### src/rtl/scg_pkg.sv
package scg_pkg;
    localparam int CFG_W  = 15;
    localparam int NDIV_W = 8;
    localparam int RATE_W = 2;
    localparam int NVAL_W = NDIV_W + 1;

    typedef enum logic [1:0] {
        ST_INT_RUN = 2'd0,
        ST_INT_ARM = 2'd1,
        ST_EXT_RUN = 2'd2
    } src_state_e;

    // divider field value 0 stands for the largest ratio
    function automatic logic [NVAL_W-1:0] ratio_of(input logic [NDIV_W-1:0] field);
        return (field == '0) ? NVAL_W'(1 << NDIV_W) : {1'b0, field};
    endfunction
endpackage

### src/rtl/scg_cfg.sv
module scg_cfg
    import scg_pkg::*;
(
    input  logic              clk,
    input  logic              rst_n,
    input  logic              cfg_valid,
    input  logic [CFG_W-1:0]  cfg_word,
    output logic [NDIV_W-1:0] n_field,
    output logic [RATE_W-1:0] rate_code,
    output logic              apply
);
    logic upper_ok;
    logic div_ok;

    always_comb begin
        upper_ok = (cfg_word[CFG_W-1:NDIV_W+RATE_W] == '0);
        div_ok   = (cfg_word[NDIV_W+RATE_W-1:RATE_W] != NDIV_W'(2));
        apply    = cfg_valid && upper_ok && div_ok;
    end

    always_ff @(posedge clk) begin
        if (!rst_n) begin
            n_field   <= NDIV_W'(1);
            rate_code <= '0;
        end else if (apply) begin
            n_field   <= cfg_word[NDIV_W+RATE_W-1:RATE_W];
            rate_code <= cfg_word[RATE_W-1:0];
        end
    end
endmodule

### src/rtl/scg_edge_mon.sv
module scg_edge_mon #(
    parameter int SYNC_STAGES  = 2,
    parameter int LOSS_TIMEOUT = 64
) (
    input  logic clk,
    input  logic rst_n,
    input  logic ext_clk,
    output logic ext_rise,
    output logic ext_active
);
    localparam int IDLE_W = $clog2(LOSS_TIMEOUT + 1);

    logic [SYNC_STAGES:0] chain;
    logic [IDLE_W-1:0]    idle_cnt;

    genvar g;
    generate
        for (g = 0; g <= SYNC_STAGES; g++) begin : g_sync
            if (g == 0) begin : g_first
                always_ff @(posedge clk) begin
                    if (!rst_n) chain[0] <= 1'b0;
                    else        chain[0] <= ext_clk;
                end
            end else begin : g_next
                always_ff @(posedge clk) begin
                    if (!rst_n) chain[g] <= 1'b0;
                    else        chain[g] <= chain[g-1];
                end
            end
        end
    endgenerate

    assign ext_rise = chain[SYNC_STAGES-1] && !chain[SYNC_STAGES];

    always_ff @(posedge clk) begin
        if (!rst_n) begin
            idle_cnt   <= '0;
            ext_active <= 1'b0;
        end else if (ext_rise) begin
            idle_cnt   <= '0;
            ext_active <= 1'b1;
        end else if (idle_cnt == IDLE_W'(LOSS_TIMEOUT - 1)) begin
            ext_active <= 1'b0;
        end else begin
            idle_cnt <= idle_cnt + 1'b1;
        end
    end
endmodule

### src/rtl/scg_ext_div.sv
module scg_ext_div
    import scg_pkg::*;
#(
    parameter int BASE_DIV = 128
) (
    input  logic              clk,
    input  logic              rst_n,
    input  logic              clr,
    input  logic              ext_rise,
    input  logic [NDIV_W-1:0] n_field,
    output logic              ext_tick
);
    localparam int LIM_W = NVAL_W + $clog2(BASE_DIV) + 1;

    logic [LIM_W-1:0] limit;
    logic [LIM_W-1:0] cnt;

    assign limit    = LIM_W'(ratio_of(n_field)) * LIM_W'(BASE_DIV);
    assign ext_tick = !clr && ext_rise && (cnt == limit - 1'b1);

    always_ff @(posedge clk) begin
        if (!rst_n || clr)  cnt <= '0;
        else if (ext_tick)  cnt <= '0;
        else if (ext_rise)  cnt <= cnt + 1'b1;
    end
endmodule

### src/rtl/scg_int_div.sv
module scg_int_div
    import scg_pkg::*;
#(
    parameter int INT_DIV_R0 = 31250,
    parameter int INT_DIV_R1 = 50000,
    parameter int INT_DIV_R2 = 25000,
    parameter int INT_DIV_R3 = 37736
) (
    input  logic              clk,
    input  logic              rst_n,
    input  logic              clr,
    input  logic [RATE_W-1:0] rate_code,
    output logic              int_tick
);
    localparam int MAX_A = (INT_DIV_R0 > INT_DIV_R1) ? INT_DIV_R0 : INT_DIV_R1;
    localparam int MAX_B = (INT_DIV_R2 > INT_DIV_R3) ? INT_DIV_R2 : INT_DIV_R3;
    localparam int MAX_P = (MAX_A > MAX_B) ? MAX_A : MAX_B;
    localparam int CNT_W = $clog2(MAX_P + 1);

    logic [CNT_W-1:0] period;
    logic [CNT_W-1:0] cnt;

    always_comb begin
        unique case (rate_code)
            2'b00: period = CNT_W'(INT_DIV_R0);
            2'b01: period = CNT_W'(INT_DIV_R1);
            2'b10: period = CNT_W'(INT_DIV_R2);
            2'b11: period = CNT_W'(INT_DIV_R3);
        endcase
    end

    assign int_tick = !clr && (cnt >= period - 1'b1);

    always_ff @(posedge clk) begin
        if (!rst_n || clr) cnt <= '0;
        else if (int_tick) cnt <= '0;
        else               cnt <= cnt + 1'b1;
    end
endmodule

### src/rtl/sample_clock_gen.sv
module sample_clock_gen
    import scg_pkg::*;
#(
    parameter int INT_DIV_R0   = 31250,
    parameter int INT_DIV_R1   = 50000,
    parameter int INT_DIV_R2   = 25000,
    parameter int INT_DIV_R3   = 37736,
    parameter int BASE_DIV     = 128,
    parameter int LOSS_TIMEOUT = 64,
    parameter int SYNC_STAGES  = 2
) (
    input  logic        clk,
    input  logic        rst_n,
    input  logic        ext_clk,
    input  logic        cfg_valid,
    input  logic [14:0] cfg_word,
    output logic        sample_tick,
    output logic        src_ext
);
    src_state_e        state_q, state_d;
    logic [NDIV_W-1:0] n_field;
    logic [RATE_W-1:0] rate_code;
    logic              apply;
    logic              ext_rise, ext_active;
    logic              ext_tick, int_tick;
    logic              ext_clr, int_clr;

    scg_cfg u_cfg (
        .clk(clk), .rst_n(rst_n), .cfg_valid(cfg_valid), .cfg_word(cfg_word),
        .n_field(n_field), .rate_code(rate_code), .apply(apply)
    );

    scg_edge_mon #(.SYNC_STAGES(SYNC_STAGES), .LOSS_TIMEOUT(LOSS_TIMEOUT)) u_mon (
        .clk(clk), .rst_n(rst_n), .ext_clk(ext_clk),
        .ext_rise(ext_rise), .ext_active(ext_active)
    );

    assign ext_clr = (state_q != ST_EXT_RUN) || apply;
    assign int_clr = (state_q == ST_EXT_RUN) || apply;

    scg_ext_div #(.BASE_DIV(BASE_DIV)) u_ext (
        .clk(clk), .rst_n(rst_n), .clr(ext_clr), .ext_rise(ext_rise),
        .n_field(n_field), .ext_tick(ext_tick)
    );

    scg_int_div #(
        .INT_DIV_R0(INT_DIV_R0), .INT_DIV_R1(INT_DIV_R1),
        .INT_DIV_R2(INT_DIV_R2), .INT_DIV_R3(INT_DIV_R3)
    ) u_int (
        .clk(clk), .rst_n(rst_n), .clr(int_clr),
        .rate_code(rate_code), .int_tick(int_tick)
    );

    always_comb begin
        state_d = state_q;
        unique case (state_q)
            ST_INT_RUN: if (ext_active) state_d = ST_INT_ARM;
            ST_INT_ARM: begin
                if (!ext_active)   state_d = ST_INT_RUN;
                else if (int_tick) state_d = ST_EXT_RUN;
            end
            ST_EXT_RUN: if (!ext_active) state_d = ST_INT_RUN;
            default:    state_d = ST_INT_RUN;
        endcase
    end

    always_ff @(posedge clk) begin
        if (!rst_n) state_q <= ST_INT_RUN;
        else        state_q <= state_d;
    end

    always_ff @(posedge clk) begin
        if (!rst_n)                       sample_tick <= 1'b0;
        else if (state_q == ST_EXT_RUN)   sample_tick <= ext_tick;
        else                              sample_tick <= int_tick;
    end

    assign src_ext = (state_q == ST_EXT_RUN);
endmodule

### config.mk
export PLATFORM = sky130hd
export DESIGN_NAME = sample_clock_gen
export DESIGN_NICKNAME = d
export VERILOG_FILES = /design/src/rtl/scg_pkg.sv /design/src/rtl/scg_cfg.sv /design/src/rtl/scg_edge_mon.sv /design/src/rtl/scg_ext_div.sv /design/src/rtl/scg_int_div.sv /design/src/rtl/sample_clock_gen.sv
export SDC_FILE = /design/constraint.sdc
export NUM_CORES = 1
export LEC_CHECK = 0
export BUFFER_PORTS_ARGS = -buffer_cell sky130_fd_sc_hd__buf_2
export CAP_MARGIN = 5
export CORE_MARGIN = 4
export CORE_UTILIZATION = 50
export DETAILED_ROUTE_END_ITERATION = 8
export PLACE_DENSITY_LB_ADDON = 0.15
export SLEW_MARGIN = 20
export SYNTH_ARGS = -nofsm -noshare
export SYNTH_HDL_FRONTEND = slang
export SYNTH_SLANG_ARGS = --single-unit
### constraint.sdc
create_clock -name clk -period 5.91 [get_ports clk]
set_clock_uncertainty 0.05 [all_clocks]
set_input_delay 1.773 -clock clk [delete_from_list [all_inputs] [get_ports clk]]
set_output_delay 1.773 -clock clk [all_outputs]
set_load 0.005 [all_outputs]
==> run metrics, run 1 <==
Peak supply drop roughly 0.17 mV; CP Class in2reg; CTS clock-pin slew for the worst setup and hold paths 0.06 ns; post-route DRC violation count 0; Die Area between 7000 and 8000 um^2; Antenna diodes 0; Fin. Hold Viols 0; cts bufs inserted 9; worst r2r path cells 9; worst hold path endpoint u_mon.chain[1]; Pre-Repair DR Iteration Count 4; Final nets 412; root buf cell clkbuf_8; Filler cells approximately 540; WL final 5770 um; sequential share of power 46.3%; ys async rst share 0%; Hold Startpoint u_mon.chain[0]; dpl ws 1.948 ns; synth top area cells dfxtp_1, ha_1, xor2_1, nor2_1, xnor2_1; # hold bufs at CTS 0; Via Count 2309; Pint 677.9 uW; RSZ-0062 raised after global routing no; Iteration-0 DRC Markers 93; cells after synthesis 344; Worst Path Arrival roughly 3.8 ns; PostCTS Resize Cnt 0; vias in the first global route roughly 2200; Synth warnings 0; Worst R2R End u_int.cnt[7]; Crit. End Element flip-flop; DP HPWL around 4300 um; status complete, no violations; NetSw 174.3 uW; # setup viols final 0; Tcrit/Tclk final 61.00%; placer's final routability congestion estimate 0.8489; Crit Reg-Reg Startpoint u_cfg.rate_code[0]; Ports 21; vias per cell 5.189; H-Tree Depth 3; ANT nets after route 0; # clock sinks 57; die width 86.91 um; CP Launch Type input pin; WL per Instance 12.97 um; critical path fanouts, max 18; maximum clock path buffer count 2; area leader, netlist dfxtp_1; Site Rows 28; commonest non-fill, non-tap cell in the layout dfxtp_1; Area Overhead vs Synth 12.30%; most frequent cells in the layout dfxtp_1, nor2_1, xor2_1; WP data required 6.12 ns; port bufs 20; Synth Net Count 391; register area share after synthesis 36.66%; Hold Crit Class reg2reg; FF+latch count, synth 57; layout cells sized above 1 between 10% and 20%; initial cell density of the core 51.96%; top-area cell type share of the netlist area 36.66%; Setup Buffers After CTS 0; syn_area_per_cell 9.049 um^2; total power approximately 850 uW; Clk pwr share 49.6%; dominant synthesized flop cell dfxtp_1; total grt overflow 0; slew margin rel. 44.43%; post-synthesis cell type count 45; post-synthesis cell area just over 3000 um^2; Die Ht 86.91 um; CTS tree yes; Pwr per Cell Area 243.8 nW/um^2; minimum clock period 3.605 ns; first-pass GRT wire length 10020 um; pin count of the biggest net entering global routing 20; Final Max Slew Viols 0; Slew @ Worst Pin 0.8308 ns; Finished Core Util 58.35%; gr usage total around 17%; Clock Latency Late Sink 0.33 ns; Sw Ratio about 20%; final worst setup slack 2.305 ns; Comb pwr share under 10%; P_leak 1.378 nW; max-cap viol count 0; antenna violations before repair 0; Hold Crit Depth 1; Post-Route Setup TNS 0 ns; f_max 277.4 MHz; flop2flop setup slack 2.74 ns; Placeable Area 5991 um^2; EDFF count, synth 0
[layer usage]
layer	share of wire [%]	global-route usage, %	routed length, um
met1	51	22.27	2952
met2	44	25.81	2558
met3	2.5	4.163	147
met4	1.9	7.365	111
met5	0	0	0
[power by group through the flow]
stage / Combinational (mW) / Clock (mW) / Sequential [mW]
detailed placement: 0.0351 / 0 / 0.403
finish: 0.0345 / 0.423 / 0.395
global placement: 0.0342 / 0 / 0.403
CTS: 0.0351 / 0.435 / 0.395
global route: 0.0394 / 0.453 / 0.395
floorplan: 0.0244 / 0 / 0.402
[critical path, stage by stage]
cell      delay [ns]
buf_2           0.10
or4_4           0.53
a211oi_4        0.67
nor2_2          0.12
nand4_1         0.19
o311ai_4        0.23
nor2_1          0.18
[registers in the layout, indices dropped and copies added (netlist names)]
name,cells
u_mon.chain,3
state_q,2
u_cfg.rate_code,2
u_cfg.n_field,8
u_mon.idle_cnt,7
u_ext.cnt,17
u_mon.ext_active,1
sample_tick,1
u_int.cnt,16
[metrics by stage]
stage               cell area [um^2]  instances  hold WS [ns]
floorplan                       3113        344        0.3619
finish                          3496        445        0.3896
detailed placement              3257        429        0.3792
CTS                             3496        445        0.3981
global route                    3496        445        0.4229
global placement                3257        429        0.3687
[Yosys cell counts (all sizes together) (4+ instances only)]
cell type / count
dfxtp: 57
nor2: 51
xor2: 29
ha: 28
nand2: 19
xnor2: 19
nand3: 15
a21oi: 12
nand4: 12
nor2b: 12
inv: 11
mux2i: 8
and3: 7
clkbuf: 6
nor3: 6
o21ai: 6
nand2b: 5
nor3b: 5
buf: 4
nor4: 4
[cell families (layout without fill, tap and decap cells)]
group | after synthesis | after routing | share of synthesized area, %
AND/OR/NAND/NOR | 150 | 150 | 25.64
flip-flops | 57 | 57 | 36.66
buffers and inverters | 21 | 47 | 2.934
AO/OA/AOI/OAI | 32 | 32 | 7.436
adder cells (fa/ha/maj) | 28 | 28 | 11.25
XOR/XNOR | 48 | 48 | 13.50
multiplexers | 8 | 8 | 2.572
[area by class of cell]
cell class / count / area [um^2] / share of cell area (%)
clock buffers: 12 / 165.2 / 4.724
clock inverters: 4 / 73.82 / 2.112
inverters: 11 / 41.29 / 1.181
multi-input cells: 266 / 1881 / 53.79
flip-flops and latches: 57 / 1141 / 32.64
well taps: 75 / 93.84 / 2.684
repair buffers: 20 / 100.1 / 2.863
[worst max path at each step]
stage / startpoint / endpoint / slack, ns / cells after the start
after floorplan: cfg_word[11] / u_ext.cnt[7] / 2.49 / 7
after global placement: cfg_word[11] / u_int.cnt[3] / 1.98 / 5
after detailed placement: cfg_word[11] / u_int.cnt[7] / 1.95 / 5
after CTS: cfg_word[11] / u_ext.cnt[11] / 2.28 / 7
after global routing: cfg_word[11] / u_ext.cnt[3] / 2.16 / 7
final: cfg_word[11] / u_ext.cnt[11] / 2.30 / 7
Power figures use the tool's default switching activity.
==> run 2, diff against run 1 <==
--- a/config.mk
+++ b/config.mk
@@ -5,6 +5,7 @@
 export SDC_FILE = /design/constraint.sdc
 export NUM_CORES = 1
 export LEC_CHECK = 0
+export ABC_AREA = 1
 export BUFFER_PORTS_ARGS = -buffer_cell sky130_fd_sc_hd__buf_2
 export CAP_MARGIN = 5
 export CORE_MARGIN = 4
==> constraint.sdc (replaced) <==
create_clock -name clk -period 3.36 [get_ports clk]
set_clock_uncertainty 0.05 [all_clocks]
set_input_delay 1.008 -clock clk [delete_from_list [all_inputs] [get_ports clk]]
set_output_delay 1.008 -clock clk [all_outputs]
set_load 0.005 [all_outputs]
==> run 2 against run 1 <==
Net effect:
- sequential share of layout area is 1.7 points lower
- routed wire length rose by 9.5%
- cell area rose by 5.4%
- first-iteration DRC count up 33%
- core utilization fell by 1.0 points
- area after synthesis is 7.1% higher
- die area grew 6.5%
- sequential power is 76% higher
- clock power is 35% higher
- synthesized cell count is 32% higher
- total power up 57%
- sequential cell count stayed put
==> run metrics, run 2 <==
RSZ-0062 raised after global routing no; # clock sinks 57 (unchanged); EDFF count, synth 0 (unchanged); status complete, no violations; Ports 21 (unchanged); Hold Crit Depth 2 (+1); Tcrit/Tclk final 81.67%; root buf cell clkbuf_8; most frequent cells in the layout nand2_1, inv_1, dfxtp_1; Clock Latency Late Sink 0.32 ns (about the same); Die Area 8040 um^2 (+6.5%); CP Class reg2reg; worst r2r path cells 12 (+3); Comb pwr share 5.5% (+1.4 points); Setup Buffers After CTS 0 (unchanged); top-area cell type share of the netlist area 34.22% (-2.4 points); mux cell area share after synthesis 0.3002% (-2.3 points); cts bufs inserted 9 (unchanged); CTS clock-pin slew for the worst setup and hold paths 0.06 ns (about the same); syn_area_per_cell 7.328 um^2 (-19%); commonest non-fill, non-tap cell in the layout nand2_1; maximum clock path buffer count 2 (unchanged); ys async rst share 0% (unchanged); worst path cell trace inv_1 > ha_1 > a21o_1 > ha_1 > a21oi_1 > o21a_1 > o21ai_0 > nand2_1 > nand2_1 > nand2_1 > nand3_1 > nor2_1; sequential share of power 52.0% (+5.7 points); post-synthesis cell area 3334 um^2 (+7.1%); vias in the first global route 2654 (+19%); Pre-Repair DR Iteration Count 4 (unchanged); WP data required 3.55 ns (-2.57 ns); largest family of logic cells by synthesized area simple AND/OR/NAND/NOR gates; Final nets 529 (+28%); post-synthesis cell type count 30 (-33%); Post-Route M1 WL 2870 um (-2.8%); layout cells sized above 1 13.79% (+1.9 points); Peak supply drop 0.2031 mV (+20%); Iteration-0 DRC Markers 124 (+33%); total grt overflow 0 (unchanged); register area share after synthesis 34.22% (-2.4 points); Clk pwr share 42.6% (-7.0 points); Final Max Slew Viols 0 (unchanged); largest registers u_ext.cnt (17), u_int.cnt (16), u_cfg.n_field (8); minimum clock period 2.744 ns; gr usage total 17.89% (+1.1 points); count leader, synth nand2_1; antenna violations before repair 0 (unchanged); H-Tree Depth 3 (unchanged); CP Launch Type flip-flop; Synth Area in Simple Gates 29.31% (+3.7 points); max layer used met4; maximum single-stage delay on the critical path 0.44 ns (-0.23 ns); Via Count 2741 (+19%); Site Rows 29 (+3.6%); Synth Net Count 502 (+28%); Commonest cells post-synth nand2_1, inv_1, dfxtp_1; vias per cell 4.869 (-6.2%); cells after synthesis 455 (+32%); first-pass GRT wire length 11290 um (+13%); NetSw 297.8 uW (+71%); port bufs 20 (unchanged); Sw Ratio 22.26% (+1.8 points); ANT nets after route 0 (unchanged); placer's final routability congestion estimate 0.8647 (+1.9%); # setup viols final 0 (unchanged); xor and xnor area share after synthesis 8.931% (-4.6 points); WL per Instance 11.22 um (-13%); P_leak 1.621 nW (+18%); Fin. Hold Viols 0 (unchanged); Hold Crit Class reg2reg; CTS tree yes; WL final 6317 um (+9.5%); max-cap viol count 0 (unchanged); complex-gate fraction of the synthesized area 7.767% (+0.33 points); initial cell density of the core 51.92% (about the same); Die Ht 89.67 um (+3.2%); FF+latch count, synth 57 (unchanged); PostCTS Resize Cnt 0 (unchanged); # hold bufs at CTS 0 (unchanged); Antenna diodes 0 (unchanged); Slew @ Worst Pin 0.5945 ns (-0.2364 ns); hold_ws 0.3720 ns (-0.01765 ns); area leader, netlist dfxtp_1; Pint 1.040 mW (+53%); post-route DRC violation count 0 (unchanged); f_max 364.4 MHz; Synth Area in Adders 10.51% (-0.75 points); pin count of the biggest net entering global routing 21 (+5.0%); Slowest-stage cell, CP dfxtp_1; die width 89.67 um (+3.2%); Area Overhead vs Synth 10.47%; Pwr per Cell Area 363.3 nW/um^2 (+49%); DP HPWL 4967 um (+15%); Crit. End Element flip-flop; routed length on met2 3162 um (+24%); metal3 WL 138 um (-6.1%); Post-Route Setup TNS 0 ns (unchanged); Largest register FFs 17 (unchanged); slew margin rel. 60.26% (+16 points); synth top area cells dfxtp_1, ha_1, nand2_1, inv_1, nor2_1; dominant synthesized flop cell dfxtp_1; Placeable Area 6422 um^2 (+7.2%); Synth warnings 0 (unchanged); Top reg by flops u_ext.cnt; Worst Path Arrival 2.94 ns (-0.87 ns); critical path fanouts, max 16 (-2); cell mode on critical path nand2_1
[run 2: path summary, 6_finish.rpt]
kind | start | endpoint | slack, ns
min reg2reg | u_mon.chain[0] | u_mon.chain[1] | 0.37
max reg2reg | u_cfg.rate_code[0] | u_int.cnt[2] | 0.62
max | u_cfg.rate_code[0] | u_int.cnt[2] | 0.62
min | u_mon.chain[0] | u_mon.chain[1] | 0.37
[run 2: kinds of logic (layout without fill, tap and decap cells)]
group / Yosys count / after routing
simple gates: 212 / 212
buf+inv: 75 / 106
flops: 57 / 57
compound gates: 48 / 48
xor+xnor: 34 / 34
fa+ha+maj: 28 / 28
mux: 1 / 1
[run 2: worst max-delay path: cells and delay by family, from the launching register on]
family | cells | cell delay (ns)
AOI/OAI and AO/OA | 4 | 0.51
adders and majority gates | 2 | 0.59
buffers and inverters | 1 | 0.19
DFF | 1 | 0.44
and+or+nand+nor | 5 | 0.88
[run 2: power by group through the flow]
stage          clock network (mW)  registers (mW)  logic [mW]
2_1_floorplan                   0           0.708      0.0510
5_1_grt                     0.629           0.696      0.0856
6_report                    0.570           0.695      0.0731
3_3_place_gp                    0           0.710      0.0714
3_5_place_dp                    0           0.710      0.0738
4_1_cts                     0.597           0.695      0.0742
[run 2: routing by layer]
| layer | vias to the layer above | global-route usage (%) |
|---|---|---|
| met2 | 23 | 31.52 |
| li1 | 1487 | - |
| met3 | 15 | 5.657 |
| met1 | 1216 | 19.97 |
| met4 | 0 | 7.037 |
| met5 | - | 0 |
[run 2: through the flow]
step	std cells	util [%]	cell area (um^2)	total power [mW]	setup slack, ns
after global placement	548	54.53	3502	0.7812	0.7629
after CTS	563	57.35	3684	1.366	0.5813
after floorplan	455	-	3334	0.7591	1.077
after detailed placement	548	54.53	3502	0.7839	0.5987
final	563	57.35	3684	1.338	0.6160
after global routing	563	57.35	3684	1.411	0.2709
[run 2: final cells by class]
| class | instances | area, um^2 |
|---|---|---|
| Fill cell | 604 | 2739 |
| Timing Repair Buffer | 21 | 107.6 |
| Tap cell | 77 | 96.34 |
| Clock inverter | 2 | 12.51 |
| Sequential cell | 57 | 1141 |
| Clock buffer | 13 | 168.9 |
| Multi-Input combinational cell | 323 | 1894 |
| Inverter | 70 | 262.8 |
==> run 3, diff against run 2 <==
==> constraint.sdc (replaced) <==
create_clock -name clk -period 2.55 [get_ports clk]
set_clock_uncertainty 0.05 [all_clocks]
set_input_delay 0.765 -clock clk [delete_from_list [all_inputs] [get_ports clk]]
set_output_delay 0.765 -clock clk [all_outputs]
set_load 0.005 [all_outputs]
==> run 3 against run 2 <==
Net effect:
- via count up 1.7%
- combinational power up 37%
- sequential share of layout area is 0.47 points lower
- sequential cell count did not move
- critical path depth is 1 higher
- maximum frequency up 20%
- die area did not move
- core utilization up 0.95 points
- routed wire length increased by 4.1%
- critical path type unchanged
- critical endpoint unchanged
- largest power group unchanged
==> run metrics, run 3 (synthesized netlist as in run 2, its figures left out) <==
initial cell density of the core 51.92% (unchanged); Filler cells 618 (+2.3%); first-pass GRT wire length 11630 um (+3.1%); root buf cell clkbuf_8; CP Class reg2reg; Crit. End Element flip-flop; Top reg by flops u_ext.cnt; Fin. Hold Viols 0 (unchanged); vias in the first global route 2729 (+2.8%); CP Launch Type flip-flop; WL final 6574 um (+4.1%); Die Area 8040 um^2 (unchanged); Area Overhead vs Synth 12.31%; Crit path buffers/inverters 2 (+1); vias per cell 4.907 (+0.78%); delay-heaviest family, CP adder cells; Sequential Area 1142 um^2 (+0.11%); gr usage total 18.75% (+0.85 points); RSZ-0062 raised after global routing no; port bufs 20 (unchanged); ANT nets after route 0 (unchanged); maximum single-stage delay on the critical path 0.36 ns (-0.08 ns); Site Rows 29 (unchanged); worst path cell trace inv_1 > ha_2 > a21o_1 > ha_1 > a21oi_1 > o21a_1 > o21ai_0 > nand2_1 > nand2_1 > nand2_1 > nand3_4 > buf_4 > nor2_1; WP data required 2.76 ns (-0.79 ns); layout cells sized above 1 15.48% (+1.7 points); Iteration-0 DRC Markers 70 (-44%); Worst Path Arrival 2.49 ns (-0.45 ns); f_max 438.7 MHz (+20%); Via Count 2787 (+1.7%); minimum clock period 2.279 ns (-0.4645 ns); antenna violations before repair 0 (unchanged); die width 89.67 um (unchanged); Clock Latency Late Sink 0.33 ns (about the same); total grt overflow 0 (unchanged); placer's final routability congestion estimate 0.8615 (-0.37%); CTS clock-pin slew for the worst setup and hold paths 0.07 ns (about the same); DP HPWL 5101 um (+2.7%); multi-input combinational cell area 1909 um^2 (+0.79%); most frequent cells in the layout nand2_1, inv_1, nor2_1, dfxtp_1, nand3_1; maximum clock path buffer count 2 (unchanged); Setup Buffers After CTS 0 (unchanged); Pwr per Cell Area 494.8 nW/um^2 (+36%); Antenna diodes 0 (unchanged); # setup viols final 0 (unchanged); Pre-Repair DR Iteration Count 4 (unchanged); largest registers u_ext.cnt (17), u_int.cnt (16), u_cfg.n_field (8); max-cap viol count 0 (unchanged); Ports 21 (unchanged); P_leak 1.650 nW (+1.8%); pin count of the biggest net entering global routing 21 (unchanged); status complete, no violations; Final nets 533 (+0.76%); WL per Instance 11.57 um (+3.2%); post-route DRC violation count 0 (unchanged); slew margin rel. 77.32% (+17 points); cts bufs inserted 9 (unchanged); # clock sinks 57 (unchanged); Post-Route Setup TNS 0 ns (unchanged); Slowest-stage cell, CP dfxtp_2; Placeable Area 6422 um^2 (unchanged); Peak supply drop 0.2992 mV (+47%); Hold Crit Class reg2reg; cell mode on critical path nand2_1; Largest register FFs 17 (unchanged); critical path fanouts, max 7 (-9); Tcrit/Tclk final 89.39% (+7.7 points); CTS tree yes; H-Tree Depth 3 (unchanged); Finished Core Util 58.31% (+0.95 points); commonest non-fill, non-tap cell in the layout nand2_1; Final Max Slew Viols 0 (unchanged); Slew @ Worst Pin 0.3402 ns (-0.2542 ns); Die Ht 89.67 um (unchanged)
[run 3: cell count changes in the layout (fill, tap and decap cells not counted), sizes merged]
cell	delta
clkbuf	-2
bufinv	+1
clkinv	+1
clkinvlp	+1
buf	+4
[run 3: what timing repair did]
item | in CTS | in global routing
hold buffers | 0 | 0
endpoints found under the setup margin | 0 | 15
gates resized for setup | 0 | 5
[run 3: stage by stage]
step,power [mW],setup slack (ns),hold WS [ns],cells,area (um^2)
2_1_floorplan,1.000,0.2667,0.3405,455,3334
3_3_place_gp,1.031,0.1695,0.3459,552,3532
3_5_place_dp,1.035,0.04469,0.3576,552,3532
4_1_cts,1.885,0.01350,0.3735,568,3729
5_1_grt,1.945,0.07905,0.4155,568,3745
6_report,1.853,0.2705,0.3668,568,3745
[run 3: layer usage]
layer | vias to the layer above | GRT usage [%] | part of all wire, %
met5 | - | 0 | 0
li1 | 1502 | - | -
met1 | 1256 | 20.53 | 44
met2 | 22 | 33.78 | 52
met3 | 7 | 4.745 | 2.3
met4 | 0 | 8.525 | 1.5
[run 3: area by class of cell]
cell class                 instances  area share, %
sequential                        57          30.50
clock buffer                      11          3.775
multi-input combinational        323          50.99
clock inverter                     5          1.470
timing repair buffer              25          3.675
inverter                          70          7.016
tap                               77          2.573
[run 3: final timing paths]
path | endpoint | from | slack [ns] | cells after the start
setup / recovery | u_int.cnt[2] | u_cfg.rate_code[1] | 0.27 | 13
hold / removal | u_mon.chain[1] | u_mon.chain[0] | 0.37 | 2
setup reg to reg | u_int.cnt[2] | u_cfg.rate_code[1] | 0.27 | 13
hold reg to reg | u_mon.chain[1] | u_mon.chain[0] | 0.37 | 2
[run 3: where the power goes]
group	total (mW)	internal (mW)	leakage [nW]	switching [mW]
combinational	0.0999	0.0440	1.09	0.0559
clock	0.837	0.474	0.0953	0.363
sequential	0.916	0.904	0.462	0.0119
[run 3: tightest hold or removal path: stages, from the launching register on]
cell     delay (ns)
dfxtp_1        0.31
nand2_1        0.05
inv_1          0.04
